===== config.mk =====
export PLATFORM = sky130hd
export DESIGN_NAME = cond_sum_adder
export DESIGN_NICKNAME = d
export VERILOG_FILES = /design/src/rtl/csa_pkg.sv /design/src/rtl/csa_bit_stage.sv /design/src/rtl/csa_merge_level.sv /design/src/rtl/csa_stage_reg.sv /design/src/rtl/cond_sum_adder.sv
export SDC_FILE = /design/constraint.sdc
export NUM_CORES = 1
export LEC_CHECK = 0
export ABC_AREA = 1
export BUFFER_PORTS_ARGS = -buffer_cell sky130_fd_sc_hd__buf_2
export CAP_MARGIN = 25
export CORE_ASPECT_RATIO = 2
export CORE_MARGIN = 3
export CORE_UTILIZATION = 59
export DETAILED_ROUTE_END_ITERATION = 10
export PLACE_DENSITY = 0.78
export SYNTH_ARGS = -nofsm -noshare
export SYNTH_HDL_FRONTEND = slang
export SYNTH_SLANG_ARGS = --single-unit

===== constraint.sdc =====
create_clock -name clk -period 1.1 [get_ports clk]
set_input_delay 0.165 -clock clk [delete_from_list [all_inputs] [get_ports clk]]
set_output_delay 0.165 -clock clk [all_outputs]
set_load 0.02 [all_outputs]

===== src/rtl/csa_pkg.sv =====
`timescale 1ns/1ps
package csa_pkg;

    // Both outcomes of one bit position, one for each carry assumption.
    typedef struct packed {
        logic s_nc;   // sum if no carry arrives
        logic c_nc;   // carry if no carry arrives
        logic s_wc;   // sum if a carry arrives
        logic c_wc;   // carry if a carry arrives
    } bit_cand_t;

    function automatic bit_cand_t dual_half_add(input logic a, input logic b);
        bit_cand_t r;
        r.s_nc = a ^ b;
        r.c_nc = a & b;
        r.s_wc = ~(a ^ b);
        r.c_wc = a | b;
        return r;
    endfunction

    function automatic int unsigned merge_depth(input int unsigned w);
        return $clog2(w);
    endfunction

    function automatic logic pick(input logic sel, input logic if0, input logic if1);
        return sel ? if1 : if0;
    endfunction

endpackage


===== src/rtl/csa_bit_stage.sv =====
`timescale 1ns/1ps
module csa_bit_stage #(
    parameter int W = 16
) (
    input  logic [W-1:0] a,
    input  logic [W-1:0] b,
    output logic [W-1:0] s_nc,
    output logic [W-1:0] c_nc,
    output logic [W-1:0] s_wc,
    output logic [W-1:0] c_wc
);
    import csa_pkg::*;

    for (genvar i = 0; i < W; i++) begin : g_bit
        bit_cand_t cand;
        assign cand    = dual_half_add(a[i], b[i]);
        assign s_nc[i] = cand.s_nc;
        assign c_nc[i] = cand.c_nc;
        assign s_wc[i] = cand.s_wc;
        assign c_wc[i] = cand.c_wc;
    end
endmodule


===== src/rtl/csa_merge_level.sv =====
`timescale 1ns/1ps
module csa_merge_level #(
    parameter int W   = 16,
    parameter int GIN = 1
) (
    input  logic [W-1:0] s_nc_i,
    input  logic [W-1:0] c_nc_i,
    input  logic [W-1:0] s_wc_i,
    input  logic [W-1:0] c_wc_i,
    output logic [W-1:0] s_nc_o,
    output logic [W-1:0] c_nc_o,
    output logic [W-1:0] s_wc_o,
    output logic [W-1:0] c_wc_o
);
    localparam int GOUT = 2 * GIN;
    localparam int NGRP = W / GOUT;

    for (genvar g = 0; g < NGRP; g++) begin : g_pair
        localparam int LO  = g * GOUT;
        localparam int UP  = LO + GIN;
        localparam int TOP = LO + GIN - 1;   // carry position of the lower group

        // lower group passes through unchanged
        assign s_nc_o[LO +: GIN] = s_nc_i[LO +: GIN];
        assign c_nc_o[LO +: GIN] = c_nc_i[LO +: GIN];
        assign s_wc_o[LO +: GIN] = s_wc_i[LO +: GIN];
        assign c_wc_o[LO +: GIN] = c_wc_i[LO +: GIN];

        // upper group: lower carry under each assumption picks its outcome
        assign s_nc_o[UP +: GIN] = c_nc_i[TOP] ? s_wc_i[UP +: GIN] : s_nc_i[UP +: GIN];
        assign c_nc_o[UP +: GIN] = c_nc_i[TOP] ? c_wc_i[UP +: GIN] : c_nc_i[UP +: GIN];
        assign s_wc_o[UP +: GIN] = c_wc_i[TOP] ? s_wc_i[UP +: GIN] : s_nc_i[UP +: GIN];
        assign c_wc_o[UP +: GIN] = c_wc_i[TOP] ? c_wc_i[UP +: GIN] : c_nc_i[UP +: GIN];
    end
endmodule


===== src/rtl/csa_stage_reg.sv =====
`timescale 1ns/1ps
module csa_stage_reg #(
    parameter int DW = 8,
    parameter bit EN = 1'b1
) (
    input  logic          clk,
    input  logic          rst,
    input  logic          vld_i,
    input  logic [DW-1:0] d_i,
    output logic          vld_o,
    output logic [DW-1:0] d_o
);
    if (EN) begin : g_reg
        always_ff @(posedge clk) begin
            if (rst) begin
                vld_o <= 1'b0;
                d_o   <= '0;
            end else begin
                vld_o <= vld_i;
                d_o   <= d_i;
            end
        end

        // each stage hands the valid flag on one edge later
        p_valid_follow_r5: assert property (@(posedge clk) disable iff (rst)
            $past(!rst) |-> (vld_o == $past(vld_i)));

        // a cycle in reset leaves the stage empty
        p_reset_clear_r6: assert property (@(posedge clk)
            $past(rst) |-> !vld_o);
    end else begin : g_wire
        assign vld_o = vld_i;
        assign d_o   = d_i;
    end
endmodule


===== src/rtl/cond_sum_adder.sv =====
`timescale 1ns/1ps
module cond_sum_adder #(
    parameter int W        = 16,
    parameter bit PIPELINE = 1'b1
) (
    input  logic         clk,
    input  logic         rst,
    input  logic         in_valid,
    input  logic [W-1:0] op_a,
    input  logic [W-1:0] op_b,
    input  logic         carry_in,
    output logic         out_valid,
    output logic [W-1:0] sum,
    output logic         carry_out
);
    import csa_pkg::*;

    localparam int LEVELS = merge_depth(W);
    localparam int DW     = 4 * W + 1;

    typedef struct packed {
        logic         cin;
        logic [W-1:0] s_nc;
        logic [W-1:0] c_nc;
        logic [W-1:0] s_wc;
        logic [W-1:0] c_wc;
    } stage_t;

    stage_t pre_q  [LEVELS+1];   // logic result feeding stage register k
    stage_t post_q [LEVELS+1];   // output of stage register k
    logic   vld    [LEVELS+2];

    assign vld[0] = in_valid;

    // first step: both outcomes for every bit
    csa_bit_stage #(.W(W)) u_bits (
        .a    (op_a),
        .b    (op_b),
        .s_nc (pre_q[0].s_nc),
        .c_nc (pre_q[0].c_nc),
        .s_wc (pre_q[0].s_wc),
        .c_wc (pre_q[0].c_wc)
    );
    assign pre_q[0].cin = carry_in;

    for (genvar k = 0; k <= LEVELS; k++) begin : g_stage
        logic [DW-1:0] d_flat;
        logic [DW-1:0] q_flat;
        assign d_flat    = pre_q[k];
        assign post_q[k] = stage_t'(q_flat);

        csa_stage_reg #(.DW(DW), .EN(PIPELINE)) u_reg (
            .clk   (clk),
            .rst   (rst),
            .vld_i (vld[k]),
            .d_i   (d_flat),
            .vld_o (vld[k+1]),
            .d_o   (q_flat)
        );

        if (k < LEVELS) begin : g_merge
            csa_merge_level #(.W(W), .GIN(1 << k)) u_merge (
                .s_nc_i (post_q[k].s_nc),
                .c_nc_i (post_q[k].c_nc),
                .s_wc_i (post_q[k].s_wc),
                .c_wc_i (post_q[k].c_wc),
                .s_nc_o (pre_q[k+1].s_nc),
                .c_nc_o (pre_q[k+1].c_nc),
                .s_wc_o (pre_q[k+1].s_wc),
                .c_wc_o (pre_q[k+1].c_wc)
            );
            assign pre_q[k+1].cin = post_q[k].cin;
        end
    end

    // final choice by the real carry-in
    stage_t fin;
    assign fin       = post_q[LEVELS];
    assign out_valid = vld[LEVELS+1];
    assign sum       = fin.cin ? fin.s_wc : fin.s_nc;
    assign carry_out = pick(fin.cin, fin.c_nc[W-1], fin.c_wc[W-1]);

    // the two full-width outcomes are one apart
    p_cand_step_r3: assert property (@(posedge clk) disable iff (rst)
        out_valid |-> ({fin.c_wc[W-1], fin.s_wc} == ({fin.c_nc[W-1], fin.s_nc} + (W+1)'(1))));

    // a carry without an incoming carry implies one with it
    p_carry_order_r1: assert property (@(posedge clk) disable iff (rst)
        vld[1] |-> ((post_q[0].c_nc & ~post_q[0].c_wc) == '0));

    if (!PIPELINE) begin : g_comb_chk
        // same-cycle total when no registers are present
        p_comb_sum_r2: assert property (@(posedge clk) disable iff (rst)
            in_valid |-> ({carry_out, sum} == ({1'b0, op_a} + {1'b0, op_b} + (W+1)'(carry_in))));
        p_comb_valid_r7: assert property (@(posedge clk) disable iff (rst)
            out_valid == in_valid);
    end
endmodule


Word-level counts from Yosys, hierarchy flattened
Cells that the tools add are included.

Register bits after elaboration: 330. Memories kept: 0. Input bits: 36. Bits in latches: 0. Word-level logic and storage cells: 136. Bits in writable memories: 0. Output and inout bits: 18. Bits in read-only memories: 0.

Bitwise operators: 64. Shifts and indexed selects: 0. Divide/modulo/power cells: 0. Multiply operators: 0. Eq/ne operators: 0. Reduce and logical (&&, ||, !) cells: 0. Muxes and demuxes: 62. $lt $le $gt $ge: 0. $add $sub $neg: 0.

Operators by type and width (count): 1-bit 2-to-1 mux (33); 2-bit 2-to-1 mux (16); 4-bit 2-to-1 mux (8); 8-bit 2-to-1 mux (4); 1-bit bitwise AND (16); 16-bit 2-to-1 mux (1); 1-bit inverter (16); 1-bit OR (16); 1-bit bitwise XOR (16).

Logic depth before layout (Yosys ltp)
Gate-level depths: netlist of run 1.

Depth after elaboration: 2. Depth in mapped cells: 5. Mapped depth without buffers: 4.

Hierarchy
A second synthesis of run 1 with hierarchy kept.

Cell total of the unflattened synthesis: 1728. Area, all modules: 12929.9 µm².

By module, submodules not included: csa_stage_reg (sequential area each 1321.3 µm², instances 5, area an instance 1879.3 µm², cells each 205); csa_merge_level at g_stage[3].g_merge.u_merge (sequential area each 0.0 µm², instances 1, area an instance 685.7 µm², cells each 136); csa_merge_level at g_stage[0].g_merge.u_merge (sequential area each 0.0 µm², instances 1, area an instance 660.6 µm², cells each 144); csa_merge_level at g_stage[2].g_merge.u_merge (sequential area each 0.0 µm², instances 1, area an instance 660.6 µm², cells each 136); csa_bit_stage (sequential area each 0.0 µm², instances 1, area an instance 640.6 µm², cells each 96); csa_merge_level at g_stage[1].g_merge.u_merge (sequential area each 0.0 µm², instances 1, area an instance 630.6 µm², cells each 136); cond_sum_adder (sequential area each 0.0 µm², instances 1, area an instance 255.2 µm², cells each 55).

Worst setup path after synthesis of run 1
OpenSTA, ideal clock, no wires.

Path kind: register -> output. Start: register g_stage[4].u_reg.d_o[64]. End: output sum[10]. Required time: 0.935 ns. Stages on the path, launching flop included: 3. Arrival: 0.996 ns. Path slack: -0.061 ns. Path buffers: 1. Cells stage by stage: dfxtp_1 > clkbuf_1 > o21ai_0.

Longest elaborated chain between the ends: 1.

RTL lines: start: declaration (RTL line csa_stage_reg.sv:11) `output logic [DW-1:0] d_o`; start signal: assignment (RTL line csa_stage_reg.sv:20) `d_o <= d_i;`; 16-bit 2-to-1 mux (RTL line cond_sum_adder.sv:80) `assign sum = fin.cin ? fin.s_wc : fin.s_nc;`; end: declaration (RTL line cond_sum_adder.sv:13) `output logic [W-1:0] sum,`.

Every way passes these cells.

Worst setup path after layout of run 1
Start: register g_stage[4].u_reg.d_o[64]. End: output sum[0].

Same word-level chain as after synthesis.

==> qor.csv, run 1 <==
stage,metric,value,unit
logic_synthesis,"top cells by area, synth","dfxtp_1 58%, nor2_1 15%, nand2_1 9.5%",
floorplan,count of standard-cell rows,59,
placed_design,routability cong.,0.6854,
setup_path,path type of the worst setup path,flip-flop to output pin,
grt,residual overflow from global routing,0,
clocking,clock tree from TritonCTS,built,
grt,global-route wire length before repair,20.29,mm
logic_synthesis,register bit count reported by yosys,232,
logic_synthesis,number of enable-type register cells in the synthesized netlist,0,
logic_synthesis,most area-hungry cell type in the Yosys netlist,dfxtp_1,
clocking,"Clk Latency, worst-skew pair",470,ps
logic_synthesis,most frequent cells after synthesis,"326 x nor2_1, 232 x dfxtp_1, 205 x nand2_1",
power_and_ir_drop,leak pwr,4.466,nW
sta,post-route fraction of the period consumed by the critical path,133.8,%
detailed_routing,final wirelength,11.34,mm
finish,ANT cells,0,
logic_synthesis,"count leader, synth",nor2_1,
detailed_routing,DR WL/cell,8.964,um
placed_design,Post-Place Cells,1228,
placed_design,Post-Place Worst Slack,87.31,ps
logic_synthesis,dominant synthesized flop cell,dfxtp_1,
logic_synthesis,average cell area after synthesis,7.671,um2
setup_path,"Max FO, Critical Path",17,
detailed_routing,number of vias per cell,4.432,
setup_path,CP peak stage delay,380,ps
grt,GRT Overall Usage,15.97,%
floorplan,Chip Height,171.3,um
setup_path,crit path launch type,flip-flop,
sta,final period demand of the worst path,1472,ps
clocking,deepest clock path buffer count,3,
min_path,Min-Delay Path Depth,4,
clocking,master cell of the clock root buffer,clkbuf_16,
clocking,number of clock sinks,232,
floorplan,area of the core,13210,um2
detailed_routing,number of nets with antenna violations after routing,0,
finish,number of nets at the end of the flow,1169,
sta,setup repair after global routing missed its margin,yes,
sta,WHS,36.15,ps
grt,number of global-route vias before repair,5146,
finish,layout overhead on the synthesized area,16.31,%
grt,maximum number of pins on one net before global-route repair,63,
floorplan,overall die area,15190,um2
logic_synthesis,cells after synthesis,1051,
logic_synthesis,Synth top area share,57.60,%
sta,transition time at the pin with the least slew margin,366.6,ps
detailed_routing,count of routing violations after the opening detailed-route iteration,165,
floorplan,starting utilization of the core area,61.02,%
setup_path,slowest stage cell on the critical path,dfxtp_4,
power_and_ir_drop,Peak supply drop,1.417,mV
clocking,H-tree depth,1,
logic_synthesis,share of synthesized area occupied by flip-flops and latches,57.60,%
outcome,violated checks,negative setup slack,
detailed_routing,routed via count,5607,
finish,fraction of final layout cells sized beyond drive strength 1,9.973,%
min_path,hold crit path type,input pin to flip-flop,
sta,highest achievable clock rate,0.6793,GHz
finish,Post-Route Utilization,70.97,%
finish,Post-Layout Inst Area,9378,um2
logic_synthesis,post-synth design cell area,8063,um2
finish,post-layout instance count excluding filler cells,1265,
sta,final worst clock skew,9.509,ps
placed_design,post-placement cell area,8453,um2
power_and_ir_drop,power density normalized to cell area,1860,nW/um2
logic_synthesis,post-synthesis net count,1119,
setup_path,worst path arrival time,1310,ps
sta,"Hold Vio Cnt, Final",0,
floorplan,IO Count,54,
floorplan,die width,88.66,um
sta,final setup vio count,17,
power_and_ir_drop,Final Total Pwr,17.44,mW
grt,number of antenna violations at the first check in global routing,0,
run,number of max-cap violations,0,
sta,post-layout worst setup margin,-372.1,ps
placed_design,placed wire-length estimate after detailed placement,7.087,mm
setup_path,worst path cell trace,"buf_16, o21ai_2, buf_6",
clocking,number of CTS-inserted buffers,19,
outcome,run status,finished with violations,
clocking,clock transition at the registers of the reported paths,70,ps
sta,Max-slew headroom,75.56,%
sta,Max Transition Viols Final,0,
setup_path,nature of the critical path endpoint,output pin,
logic_synthesis,share of async-settable or async-resettable flops after synthesis,0,%
placed_design,# port buffers,53,
detailed_routing,number of DRC violations after detailed routing,0,
setup_path,worst path required time,940,ps
logic_synthesis,total of warnings raised by yosys,0,
logic_synthesis,library cells used by synthesis,11,
setup_path,depth of the worst register-to-register path,3,
detailed_routing,number of iterations in the first detailed-routing pass,5,
sta,final sum of negative setup slack,-6132,ps
## worst max-delay path: cells and delay by family, from the launching register on
kind	cells	cell delay, ps
compound gates	1	160
buf+inv	2	300
flops	1	380
## final timing paths
check	start	endpoint	slack, ps
setup / recovery	g_stage[4].u_reg.d_o[64]	sum[0]	-370
setup reg to reg	g_stage[2].u_reg.d_o[43]	g_stage[3].u_reg.d_o[47]	270
hold / removal	op_b[2]	g_stage[0].u_reg.d_o[34]	40
hold reg to reg	g_stage[0].u_reg.d_o[62]	g_stage[1].u_reg.d_o[62]	400
## where the power goes
group | switching (mW) | total, mW | internal (mW)
sequential | 0.201 | 9.06 | 8.86
clock | 2.77 | 7.19 | 4.42
combinational | 0.692 | 1.19 | 0.497
## routing by layer
| metal | track usage (%) | wire length, um | vias up |
|---|---|---|---|
| met2 | 30.94 | 6174 | 68 |
| met5 | 0 | 0 | - |
| met1 | 16.51 | 4529 | 2454 |
| li1 | - | - | 3066 |
| met3 | 2.637 | 387 | 19 |
| met4 | 5.724 | 249 | 0 |
## cell families after synthesis
family          after synthesis  synth area share (%)
fa+ha+maj                    32                 4.966
simple gates                531                 24.72
compound gates               17                 1.055
flops                       232                 57.60
buf+inv                     239                 11.65
## placed cells by master (no fill, tap or decap), drive strengths merged
cell / count
inv: 204
nand2: 205
clkbuf: 29
dlygate4sd3: 2
bufinv: 3
ha: 32
o21ai: 17
nor2: 326
dfxtp: 232
clkinv: 1
buf: 62
## registers in the layout, indices dropped and copies added, names as in the netlist
| register | flops |
|---|---|
| g_stage.u_reg.d_o | 227 |
| g_stage.u_reg.vld_o | 5 |
## repair_timing
action                                  CTS  global route
endpoints found under the setup margin   18            18
pin swaps                                 1             0
setup buffers                             0             0
endpoints found under the hold margin     2             0
cloned                                    1             1
hold buffers                              2             0
resized for setup                        46            17
## area by class of cell
class	count	area (um2)
fill	1007	3836
clock inverter	5	103.9
clock buffer	28	589.3
tap	152	190.2
inverter	203	762.0
timing repair buffer	65	540.5
multi-input combinational	580	2544
sequential	232	4648
Note: power is estimated with default switching activity, not from simulation.
==> inputs of run 2 (changes only) <==
Settings changed: RECOVER_POWER from default to 25.
==> run 2 against run 1 <==
Against the previous run:
- the flow still finishes with violations (negative setup slack)
- total power is essentially flat
- critical path depth did not move
- sequential power barely moved
- via count is essentially flat
- combinational power hardly changed
- clock-buffer cell count unchanged
- clock power barely moved
- worst hold slack barely moved
- clock skew about the same
- final cell count unchanged
- sequential cell count is the same
==> qor.csv, run 2 (same netlist as run 1, synthesis figures left out) <==
stage,metric,value,unit
outcome,run status,finished with violations,
outcome,violated checks,negative setup slack,
placed_design,Post-Place Worst Slack,87.31,ps
grt,GRT Overall Usage,15.97,%
grt,number of global-route vias before repair,5146,
detailed_routing,number of DRC violations after detailed routing,0,
sta,transition time at the pin with the least slew margin,1113,ps
sta,final period demand of the worst path,1472,ps
clocking,H-tree depth,1,
finish,Post-Layout Inst Area,9354,um2
clocking,number of clock sinks,232,
sta,setup repair after global routing missed its margin,yes,
sta,highest achievable clock rate,0.6791,GHz
sta,post-route fraction of the period consumed by the critical path,133.9,%
run,number of max-cap violations,0,
finish,Largest regs,"g_stage.u_reg.d_o x227, g_stage.u_reg.vld_o x5",
clocking,master cell of the clock root buffer,clkbuf_16,
sta,final worst clock skew,9.037,ps
floorplan,IO Count,54,
finish,highest-count cells in the layout ignoring fill and taps,"326 x nor2_1, 231 x dfxtp_1, 203 x nand2_1",
clocking,clock tree from TritonCTS,built,
placed_design,# port buffers,53,
min_path,hold crit path type,input pin to flip-flop,
power_and_ir_drop,leak pwr,4.456,nW
setup_path,worst path required time,940,ps
setup_path,crit path launch type,flip-flop,
grt,number of antenna violations at the first check in global routing,0,
detailed_routing,final wirelength,11.37,mm
detailed_routing,count of routing violations after the opening detailed-route iteration,162,
grt,global-route wire length before repair,20.29,mm
finish,layout overhead on the synthesized area,16.01,%
detailed_routing,number of iterations in the first detailed-routing pass,4,
sta,Max Transition Viols Final,0,
clocking,clock transition at the registers of the reported paths,70,ps
sta,Max-slew headroom,25.78,%
setup_path,slowest stage cell on the critical path,dfxtp_4,
setup_path,Top delay family on crit path,flip-flops,
setup_path,worst path cell trace,"buf_16, o21ai_2, buf_6",
detailed_routing,DR WL/cell,8.988,um
setup_path,nature of the critical path endpoint,output pin,
placed_design,placed wire-length estimate after detailed placement,7.087,mm
finish,ANT cells,0,
detailed_routing,number of vias per cell,4.430,
placed_design,post-placement cell area,8453,um2
grt,residual overflow from global routing,0,
clocking,Post-CTS Setup Inserts,0,
floorplan,area of the core,13210,um2
finish,register containing the most flip-flops in the final layout,g_stage.u_reg.d_o,
floorplan,die width,88.66,um
finish,"most common cell after layout, fill and taps aside",nor2_1,
grt,maximum number of pins on one net before global-route repair,63,
clocking,deepest clock path buffer count,3,
finish,fraction of final layout cells sized beyond drive strength 1,9.883,%
setup_path,"Max FO, Critical Path",17,
sta,final setup vio count,23,
setup_path,worst path arrival time,1310,ps
finish,number of nets at the end of the flow,1169,
setup_path,combined buffer and inverter count along the critical path,2,
floorplan,Chip Height,171.3,um
clocking,"Clk Latency, worst-skew pair",470,ps
setup_path,path type of the worst setup path,flip-flop to output pin,
sta,"Hold Vio Cnt, Final",0,
detailed_routing,routed via count,5604,
sta,post-layout worst setup margin,-372.5,ps
placed_design,routability cong.,0.6854,
detailed_routing,number of nets with antenna violations after routing,0,
floorplan,count of standard-cell rows,59,
setup_path,CP peak stage delay,380,ps
clocking,number of CTS-inserted buffers,19,
power_and_ir_drop,power density normalized to cell area,1864,nW/um2
floorplan,overall die area,15190,um2
floorplan,starting utilization of the core area,61.02,%
finish,number of flip-flops in the largest register,227,
power_and_ir_drop,Peak supply drop,1.419,mV
## run 2: cell count changes in the layout (fill, tap and decap cells not counted), sizes merged
cell and change:
buf -4, clkbuf +4
## run 2: path summary, 6_finish.rpt
kind | end | slack, ps | cells after the start | from
min reg2reg | g_stage[1].u_reg.d_o[62] | 400 | 2 | g_stage[0].u_reg.d_o[62]
max | sum[0] | -370 | 3 | g_stage[4].u_reg.d_o[64]
min | g_stage[0].u_reg.d_o[34] | 40 | 4 | op_b[2]
max reg2reg | g_stage[3].u_reg.d_o[47] | 270 | 3 | g_stage[2].u_reg.d_o[43]
## run 2: layout make-up
cell class              count  area [um2]
flip-flops and latches    232        4648
fillers                  1009        3860
multi-input cells         580        2544
inverters                 203       762.0
clock buffers              28       589.3
repair buffers             65       516.7
well taps                 152       190.2
clock inverters             5       103.9
## run 2: what timing repair did
action                     in CTS  in global routing
hold buffers                    2                  0
cloned                          1                  1
pin swaps                       1                  0
hold endpoints to repair        2                  0
gates resized for setup        46                 17
setup endpoints to repair      18                 18
## run 2: stage by stage
step	power, mW	util (%)	hold WS [ps]	TNS, ps	cells
detailed placement	10.39	63.97	379.6	0	1228
floorplan	10.09	-	272.0	-611.0	1051
global route	18.19	70.79	45.40	-14930	1265
CTS	17.64	70.28	21.87	-6232	1264
finish	17.44	70.79	35.81	-6179	1265
global placement	10.33	63.97	374.6	0	1228
## run 2: per-layer routing
| metal | track usage [%] | wire length, um |
|---|---|---|
| met3 | 2.637 | 397 |
| met4 | 5.724 | 249 |
| met1 | 16.51 | 4576 |
| met5 | 0 | 0 |
| met2 | 30.94 | 6147 |
## run 2: power breakdown
part | internal [mW] | switching, mW | leakage (nW)
Sequential | 8.86 | 0.201 | 1.91
Combinational | 0.489 | 0.692 | 2.20
Clock | 4.42 | 2.77 | 0.344
Total | 13.8 | 3.67 | 4.46
## run 2: worst reg2reg max path: stages (launching register included)
cell	delay, ps
dfxtp_1	530
nand2_1	100
nand2_1	70
nor2_1	40
